==> config.mk <==
export PLATFORM = sky130hd
export DESIGN_NAME = lsclk_select
export DESIGN_NICKNAME = d
export VERILOG_FILES = /design/src/rtl/lsclk_pkg.sv /design/src/rtl/lsclk_regs.sv /design/src/rtl/lsclk_int_div.sv /design/src/rtl/lsclk_switch.sv /design/src/rtl/lsclk_select.sv
export SDC_FILE = /design/constraint.sdc
export NUM_CORES = 1
export LEC_CHECK = 0
export BUFFER_PORTS_ARGS = -buffer_cell sky130_fd_sc_hd__buf_2
export CORE_ASPECT_RATIO = 1.75
export CORE_MARGIN = 2
export CORE_UTILIZATION = 39
export CTS_CLUSTER_DIAMETER = 200
export DETAILED_ROUTE_END_ITERATION = 6
export GPL_TIMING_DRIVEN = 1
export PLACE_DENSITY = 0.78
export SYNTH_ARGS = -nofsm -noshare
export SYNTH_HDL_FRONTEND = slang
export SYNTH_SLANG_ARGS = --single-unit
==> constraint.sdc <==
create_clock -name clk -period 2.1 [get_ports clk]
set_input_delay 0.42 -clock clk [delete_from_list [all_inputs] [get_ports clk]]
set_output_delay 0.42 -clock clk [all_outputs]
set_load 0.02 [all_outputs]
==> src/rtl/lsclk_pkg.sv <==
package lsclk_pkg;

  typedef enum logic [1:0] {
    ADDR_CTRL  = 2'd0,
    ADDR_PRESC = 2'd1,
    ADDR_GATE  = 2'd2,
    ADDR_NONE  = 2'd3
  } reg_addr_e;

  localparam int SEL_BIT    = 0;
  localparam int OSC_EN_BIT = 4;
  localparam int NOFB_BIT   = 15;

  typedef struct packed {
    logic no_fb;
    logic osc_en;
    logic sel_ext;
  } ctrl_t;

endpackage

==> src/rtl/lsclk_regs.sv <==
module lsclk_regs
  import lsclk_pkg::*;
#(
  parameter logic [15:0] KEY     = 16'h16AA,
  parameter int          PRESC_W = 5
) (
  input  logic               clk,
  input  logic               rst,
  input  logic               reg_wr,
  input  logic [1:0]         reg_addr,
  input  logic [31:0]        reg_wdata,
  input  logic               ext_fail,
  output ctrl_t              ctrl_q,
  output logic [PRESC_W-1:0] presc_q,
  output logic               gate_q
);

  logic  key_ok;
  ctrl_t ctrl_nxt;
  logic  unused_wbits;

  assign key_ok       = (reg_wdata[31:16] == KEY);
  assign unused_wbits = ^reg_wdata;

  always_comb begin
    ctrl_nxt = ctrl_q;
    if (reg_wr && reg_addr == ADDR_CTRL && key_ok) begin
      ctrl_nxt.no_fb   = reg_wdata[NOFB_BIT];
      ctrl_nxt.osc_en  = reg_wdata[OSC_EN_BIT];
      ctrl_nxt.sel_ext = reg_wdata[SEL_BIT];
    end
    if (ext_fail && !ctrl_nxt.no_fb) ctrl_nxt.sel_ext = 1'b0;
  end

  always_ff @(posedge clk) begin
    if (rst) begin
      ctrl_q  <= '0;
      presc_q <= '0;
      gate_q  <= 1'b0;
    end else begin
      ctrl_q <= ctrl_nxt;
      if (reg_wr && reg_addr == ADDR_PRESC) presc_q <= reg_wdata[PRESC_W-1:0];
      if (reg_wr && reg_addr == ADDR_GATE)  gate_q  <= reg_wdata[0];
    end
  end

endmodule

==> src/rtl/lsclk_int_div.sv <==
module lsclk_int_div #(
  parameter int FIXED_DIV = 32,
  parameter int PRESC_W   = 5
) (
  input  logic               clk,
  input  logic               rst,
  input  logic               clr,
  input  logic               int_tick,
  input  logic [PRESC_W-1:0] presc,
  output logic               fire
);

  logic stage1;

  generate
    if (FIXED_DIV == 1) begin : g_no_fixed
      assign stage1 = int_tick & ~clr;
    end else begin : g_fixed
      localparam int FW = $clog2(FIXED_DIV);
      localparam logic [FW-1:0] FLAST = FW'(FIXED_DIV - 1);
      logic [FW-1:0] fcnt;

      assign stage1 = int_tick & ~clr & (fcnt == FLAST);

      always_ff @(posedge clk) begin
        if (rst || clr)    fcnt <= '0;
        else if (int_tick) fcnt <= stage1 ? '0 : fcnt + 1'b1;
      end
    end
  endgenerate

  logic [PRESC_W-1:0] pcnt;

  assign fire = stage1 & (pcnt >= presc);

  always_ff @(posedge clk) begin
    if (rst || clr)  pcnt <= '0;
    else if (stage1) pcnt <= fire ? '0 : pcnt + 1'b1;
  end

endmodule

==> src/rtl/lsclk_switch.sv <==
module lsclk_switch (
  input  logic clk,
  input  logic rst,
  input  logic sel_target,
  input  logic ext_tick,
  input  logic ext_fail,
  input  logic int_fire,
  input  logic gate,
  output logic act_ext,
  output logic slow_tick,
  output logic pin_tick
);

  logic cur_fire;
  logic may_switch;

  assign cur_fire   = act_ext ? ext_tick : int_fire;
  assign may_switch = cur_fire | (act_ext & ext_fail);

  always_ff @(posedge clk) begin
    if (rst) begin
      act_ext   <= 1'b0;
      slow_tick <= 1'b0;
      pin_tick  <= 1'b0;
    end else begin
      slow_tick <= cur_fire;
      pin_tick  <= cur_fire & gate;
      if (act_ext != sel_target && may_switch) act_ext <= sel_target;
    end
  end

endmodule

==> src/rtl/lsclk_select.sv <==
module lsclk_select
  import lsclk_pkg::*;
#(
  parameter int          FIXED_DIV = 32,
  parameter int          PRESC_W   = 5,
  parameter logic [15:0] KEY       = 16'h16AA
) (
  input  logic               clk,
  input  logic               rst,
  input  logic               ext_tick,
  input  logic               int_tick,
  input  logic               ext_fail,
  input  logic               reg_wr,
  input  logic [1:0]         reg_addr,
  input  logic [31:0]        reg_wdata,
  output logic               slow_tick,
  output logic               pin_tick,
  output logic               src_ext,
  output logic               ext_osc_en,
  output logic [15:0]        ctrl_rd,
  output logic [PRESC_W-1:0] presc_rd,
  output logic               gate_rd
);

  ctrl_t ctrl_q;
  logic  int_fire;

  lsclk_regs #(.KEY(KEY), .PRESC_W(PRESC_W)) u_regs (
    .clk(clk), .rst(rst), .reg_wr(reg_wr), .reg_addr(reg_addr),
    .reg_wdata(reg_wdata), .ext_fail(ext_fail),
    .ctrl_q(ctrl_q), .presc_q(presc_rd), .gate_q(gate_rd)
  );

  lsclk_int_div #(.FIXED_DIV(FIXED_DIV), .PRESC_W(PRESC_W)) u_div (
    .clk(clk), .rst(rst), .clr(src_ext), .int_tick(int_tick),
    .presc(presc_rd), .fire(int_fire)
  );

  lsclk_switch u_sw (
    .clk(clk), .rst(rst), .sel_target(ctrl_q.sel_ext), .ext_tick(ext_tick),
    .ext_fail(ext_fail), .int_fire(int_fire), .gate(gate_rd),
    .act_ext(src_ext), .slow_tick(slow_tick), .pin_tick(pin_tick)
  );

  assign ext_osc_en = ctrl_q.osc_en;

  always_comb begin
    ctrl_rd             = '0;
    ctrl_rd[SEL_BIT]    = ctrl_q.sel_ext;
    ctrl_rd[OSC_EN_BIT] = ctrl_q.osc_en;
    ctrl_rd[NOFB_BIT]   = ctrl_q.no_fb;
  end

endmodule

; Yosys cells after proc, flatten, opt, wreduce, memory -nomap -nowiden
; Cells that the tools add are included.
[totals]
ff_bits = 22
inputBits = 40
[op_classes]
addsub = 2
n_lt_le_gt_ge = 1
eq_ne = 5
mux = 4
bitwise = 7
n_reduce_logical = 10
[ops]
columns = operator, count
row1 = "16-bit by 13-bit equality test with 1-bit output, second input constant", 1
row2 = "5-bit by 1-bit adder with 5-bit output, second input constant", 2
row3 = 5-bit 2-to-1 mux, 2
row4 = 1-bit logical AND, 6
row5 = 1-bit AND, 5
row6 = "5-bit equality test, second input constant", 1
row7 = 5-bit greater-or-equal comparator, 1
row8 = 3-bit 2-to-1 mux, 1
row9 = "2-bit by 1-bit equality test with 1-bit output, second input constant", 1
row10 = "2-bit equality test, second input constant", 1
row11 = 2-bit logical NOT, 1
row12 = 2-bit OR reduction, 1
row13 = 1-bit logical NOT, 1
row14 = 1-bit logical OR, 1
row15 = 1-bit 2-to-1 mux, 1
row16 = 1-bit inequality test, 1
row17 = 1-bit NOT, 1
row18 = 1-bit OR, 1

; Longest topological paths before layout
[depth]
depth_word = 7
ltp_mapped = 8
ltp_nobuf = 7

; By module
; Synthesis repeated with hierarchy kept, for this count alone.
[hier_totals]
cells_unflattened = 143
area_unflattened_um2 = 1300.0
[modules_own_cells]
columns = module, n_inst, cells_per_inst, area_each_um2
row1 = lsclk_int_div, 1, 68, 609.3
row2 = lsclk_regs, 1, 51, 481.7
row3 = lsclk_select, 1, 15, 108.9
row4 = lsclk_switch, 1, 9, 100.1

; Least setup slack after synthesis
; Ideal clock, no wire load.
[synth_timing]
path_type = reg-to-reg
from = reg u_div.g_fixed.fcnt[0]
to = reg u_sw.slow_tick
setup_time_ps = 71
arrival_ps = 1633
path_slack_ps = 397
path_stages_with_launch = 7
n_path_buf = 0
synth_period_minus_slack_ps = 1703
cell_sequence = dfxtp_1 -> ha_1 -> and3_1 -> ha_1 -> and3b_4 -> or4b_1 -> a21oi_1
[synth_between]
elab_chain_len = 4
[synth_rtl]
columns = element, line
row1 = start: declaration, lsclk_int_div.sv:21  ; logic [FW-1:0] fcnt;
row2 = start signal: assignment, lsclk_int_div.sv:27  ; else if (int_tick) fcnt <= stage1 ? '0 : fcnt + 1'b1;
row3 = 5-bit equality test, lsclk_int_div.sv:23  ; assign stage1 = int_tick & ~clr & (fcnt == FLAST);
row4 = 1-bit AND, lsclk_int_div.sv:23
row5 = 1-bit AND, lsclk_int_div.sv:34  ; assign fire = stage1 & (pcnt >= presc);
row6 = 1-bit 2-to-1 mux, lsclk_switch.sv:17  ; assign cur_fire = act_ext ? ext_tick : int_fire;
row7 = end signal: assignment, lsclk_switch.sv:26  ; slow_tick <= cur_fire;
row8 = end: declaration, lsclk_switch.sv:10  ; output logic slow_tick,
; No other way between the ends.
; A chain may end at the register's enable or synchronous reset.

; Worst setup path after layout
; Ends and elaborated chain as after synthesis.

==> results.sh <==
export IMPL_maxCapViolCount=0
export IMPL_wire_per_inst_um=11.2
export IMPL_synth_most_common_cell="dfxtp_1"
export IMPL_critical_path_class="flop to flop"
export IMPL_grt_pass1_wl_um=3950
export IMPL_synthArstFlopShare_pct=0
export IMPL_numCtsBuffers=3
export IMPL_arrival_ps=2140
export IMPL_clk_latency_ps=260
export IMPL_ys_seq_area_share_pct=34.4
export IMPL_dr_first_iter_drc_count=15
export IMPL_io_pins=66
export IMPL_core_um2=3140
export IMPL_cts_tree="done"
export IMPL_syn_area_per_cell_um2=9.22
export IMPL_area_delta_synth_final_pct=17.4
export IMPL_synth_cells=139
export IMPL_hp_class="primary input to flop"
export IMPL_power_density_nw_per_um2=524
export IMPL_grt_busiest_layer="met2"
export IMPL_track_usage_pct=14.3
export IMPL_required_ps=2290
export IMPL_ctsResizeCount=0
export IMPL_yosysWarningCount=0
export IMPL_yosys_area_top_type_share_pct=34.4
export IMPL_post_route_period_util_pct=93.1
export IMPL_ir_worst_vdd_v=0.000304
export IMPL_grt_start_max_net_pins=17
export IMPL_globalRouteMet2Util_pct=28.2
export IMPL_htreeDepth=1
export IMPL_nFillCells=329
export IMPL_synth_common_cells="dfxtp_1 (22), buf_4 (15), nor2_1 (15)"
export IMPL_ys_flop_type="dfxtp_1"
export IMPL_setup_viol=0
export IMPL_diodes=0
export IMPL_startpoint_type="flop"
export IMPL_end_kind="flop"
export IMPL_synth_cell_area_um2=1280
export IMPL_clock_path_buffers=2
export IMPL_grt_use_met1_pct=12.6
export IMPL_hold_viol=0
export IMPL_grt_pass1_vias=1028
export IMPL_avgViaCountPerCell=4.77
export IMPL_dpl_cell_count=217
export IMPL_drive_gt1_share_pct=29.6
export IMPL_overflow=0
export IMPL_dp_hpwl_um=2040
export IMPL_start_util_pct=40.8
export IMPL_drt_total_wl_um=2490
export IMPL_fin_nets=229
export IMPL_timing_fmax_mhz=512
export IMPL_finalMaxSlewViolations=0
export IMPL_layout_min_cycle_time_ps=1950
export IMPL_dieArea_um2=3780
export IMPL_synthTopCellsByArea="dfxtp_1 (34%), buf_4 (8.8%), ha_1 (7.8%)"
export IMPL_gp_congestion=0.726
export IMPL_tns_ps=0
export IMPL_clock_sinks=22
export IMPL_io_buffers=42
export IMPL_clk_pin_slew_ps=70
export IMPL_status="completed"
export IMPL_die_h_um=79.8
export IMPL_grt_antenna_before_repair=0
export IMPL_yosysUniqueCellTypes=33
export IMPL_vias=1058
export IMPL_grt_util_met3_pct=2.71
export IMPL_rows=27
export IMPL_p_leak_nw=0.710
export IMPL_skew_ps=3.77
export IMPL_final_cells=222
export IMPL_die_x_um=47.3
export IMPL_rsz0062_at_grt="false"
export IMPL_cp_max_fo=10
export IMPL_drt_pass1_iterations=4
export IMPL_cts_root_buf="clkbuf_8"
export IMPL_synth_largest_area_cell="dfxtp_1"
export IMPL_final_antenna_net_count=0
export IMPL_utilization_pct=47.9
export IMPL_synth_edf_count=0
export IMPL_drc=0
export IMPL_ys_ff_latch=22
[critical path, stage by stage (launching register included)]
cell and delay (ps):
dfxtp_1 380, ha_1 190, and3_1 160, ha_1 260, and3b_4 300, or4b_1 470
a21oi_1 130
[per-stage QoR]
step	hold slack [ps]	total power [mW]	instance area, µm²	worst slack, ps
global route	398	0.826	1500	1.27
detailed placement	472	0.548	1450	139
finish	394	0.788	1500	146
floorplan	449	0.526	1330	397
CTS	392	0.796	1490	118
global placement	458	0.545	1450	188
[flip-flops by register name, summed over array words and instances (netlist names)]
register,cells
u_regs.gate_q,1
u_sw.pin_tick,1
u_regs.ctrl_q,3
u_div.g_fixed.fcnt,5
u_regs.presc_q,5
u_sw.act_ext,1
u_sw.slow_tick,1
u_div.pcnt,5
[layer usage]
layer	routed length (µm)	up-vias	share of wire [%]
li1	-	532	-
met1	899	480	36
met2	1400	40	56
met3	141	6	5.7
met4	47	0	1.9
met5	0	-	0
[cell families after synthesis]
logic type / count (synthesis) / synth area share [%]
XOR/XNOR: 6 / 4.10
multiplexers: 11 / 8.69
buffers and inverters: 25 / 12.9
other: 1 / 0.293
adder cells (fa/ha/maj): 8 / 7.81
AO/OA/AOI/OAI: 19 / 10.4
flip-flops: 22 / 34.4
AND/OR/NAND/NOR: 47 / 21.5
[worst paths after layout]
check | startpoint | to | slack (ps) | cells after the start
setup / recovery | u_div.g_fixed.fcnt[0]$_SDFFE_PP0P_ | u_sw.slow_tick$_SDFF_PP0_ | 150 | 6
setup reg to reg | u_div.g_fixed.fcnt[0]$_SDFFE_PP0P_ | u_sw.slow_tick$_SDFF_PP0_ | 150 | 6
hold / removal | reg_wdata[1] | u_regs.presc_q[1]$_SDFFE_PP0P_ | 390 | 3
hold reg to reg | u_regs.gate_q$_SDFFE_PP0P_ | u_sw.pin_tick$_SDFF_PP0_ | 480 | 2
[cell usage in the layout, fill, tap and decap left out, types with 2 or more instances in the layout]
cell,synthesis,routed
a211oi_1,4,4
a211oi_2,2,2
a21oi_1,7,7
buf_2,0,42
buf_4,15,2
clkbuf_8,0,3
conb_1,1,13
dfxtp_1,22,22
ha_1,8,8
inv_1,6,6
mux2i_1,10,10
nand2_1,4,4
nand2b_1,8,8
nand3b_1,4,4
nand4_1,4,4
nor2_1,15,15
nor4bb_1,3,3
o21ai_0,3,3
xor2_1,5,5
[cell type report]
type | count | area [µm²] | share of cell area, %
timing repair buffer | 44 | 225 | 15.0
tap | 43 | 53.8 | 3.58
multi-input combinational | 104 | 721 | 47.9
clock buffer | 3 | 41.3 | 2.75
inverter | 6 | 22.5 | 1.50
sequential | 22 | 440 | 29.3
[power breakdown]
group | internal, mW | switching, mW
logic | 0.0431 | 0.0647
clock network | 0.128 | 0.123
registers | 0.424 | 0.00565
[repair_timing]
item | in CTS | in global routing
setup endpoints to repair | 0 | 2
setup buffers | 0 | 2
hold buffers | 0 | 0
Note: power is estimated with default switching activity, not from simulation.
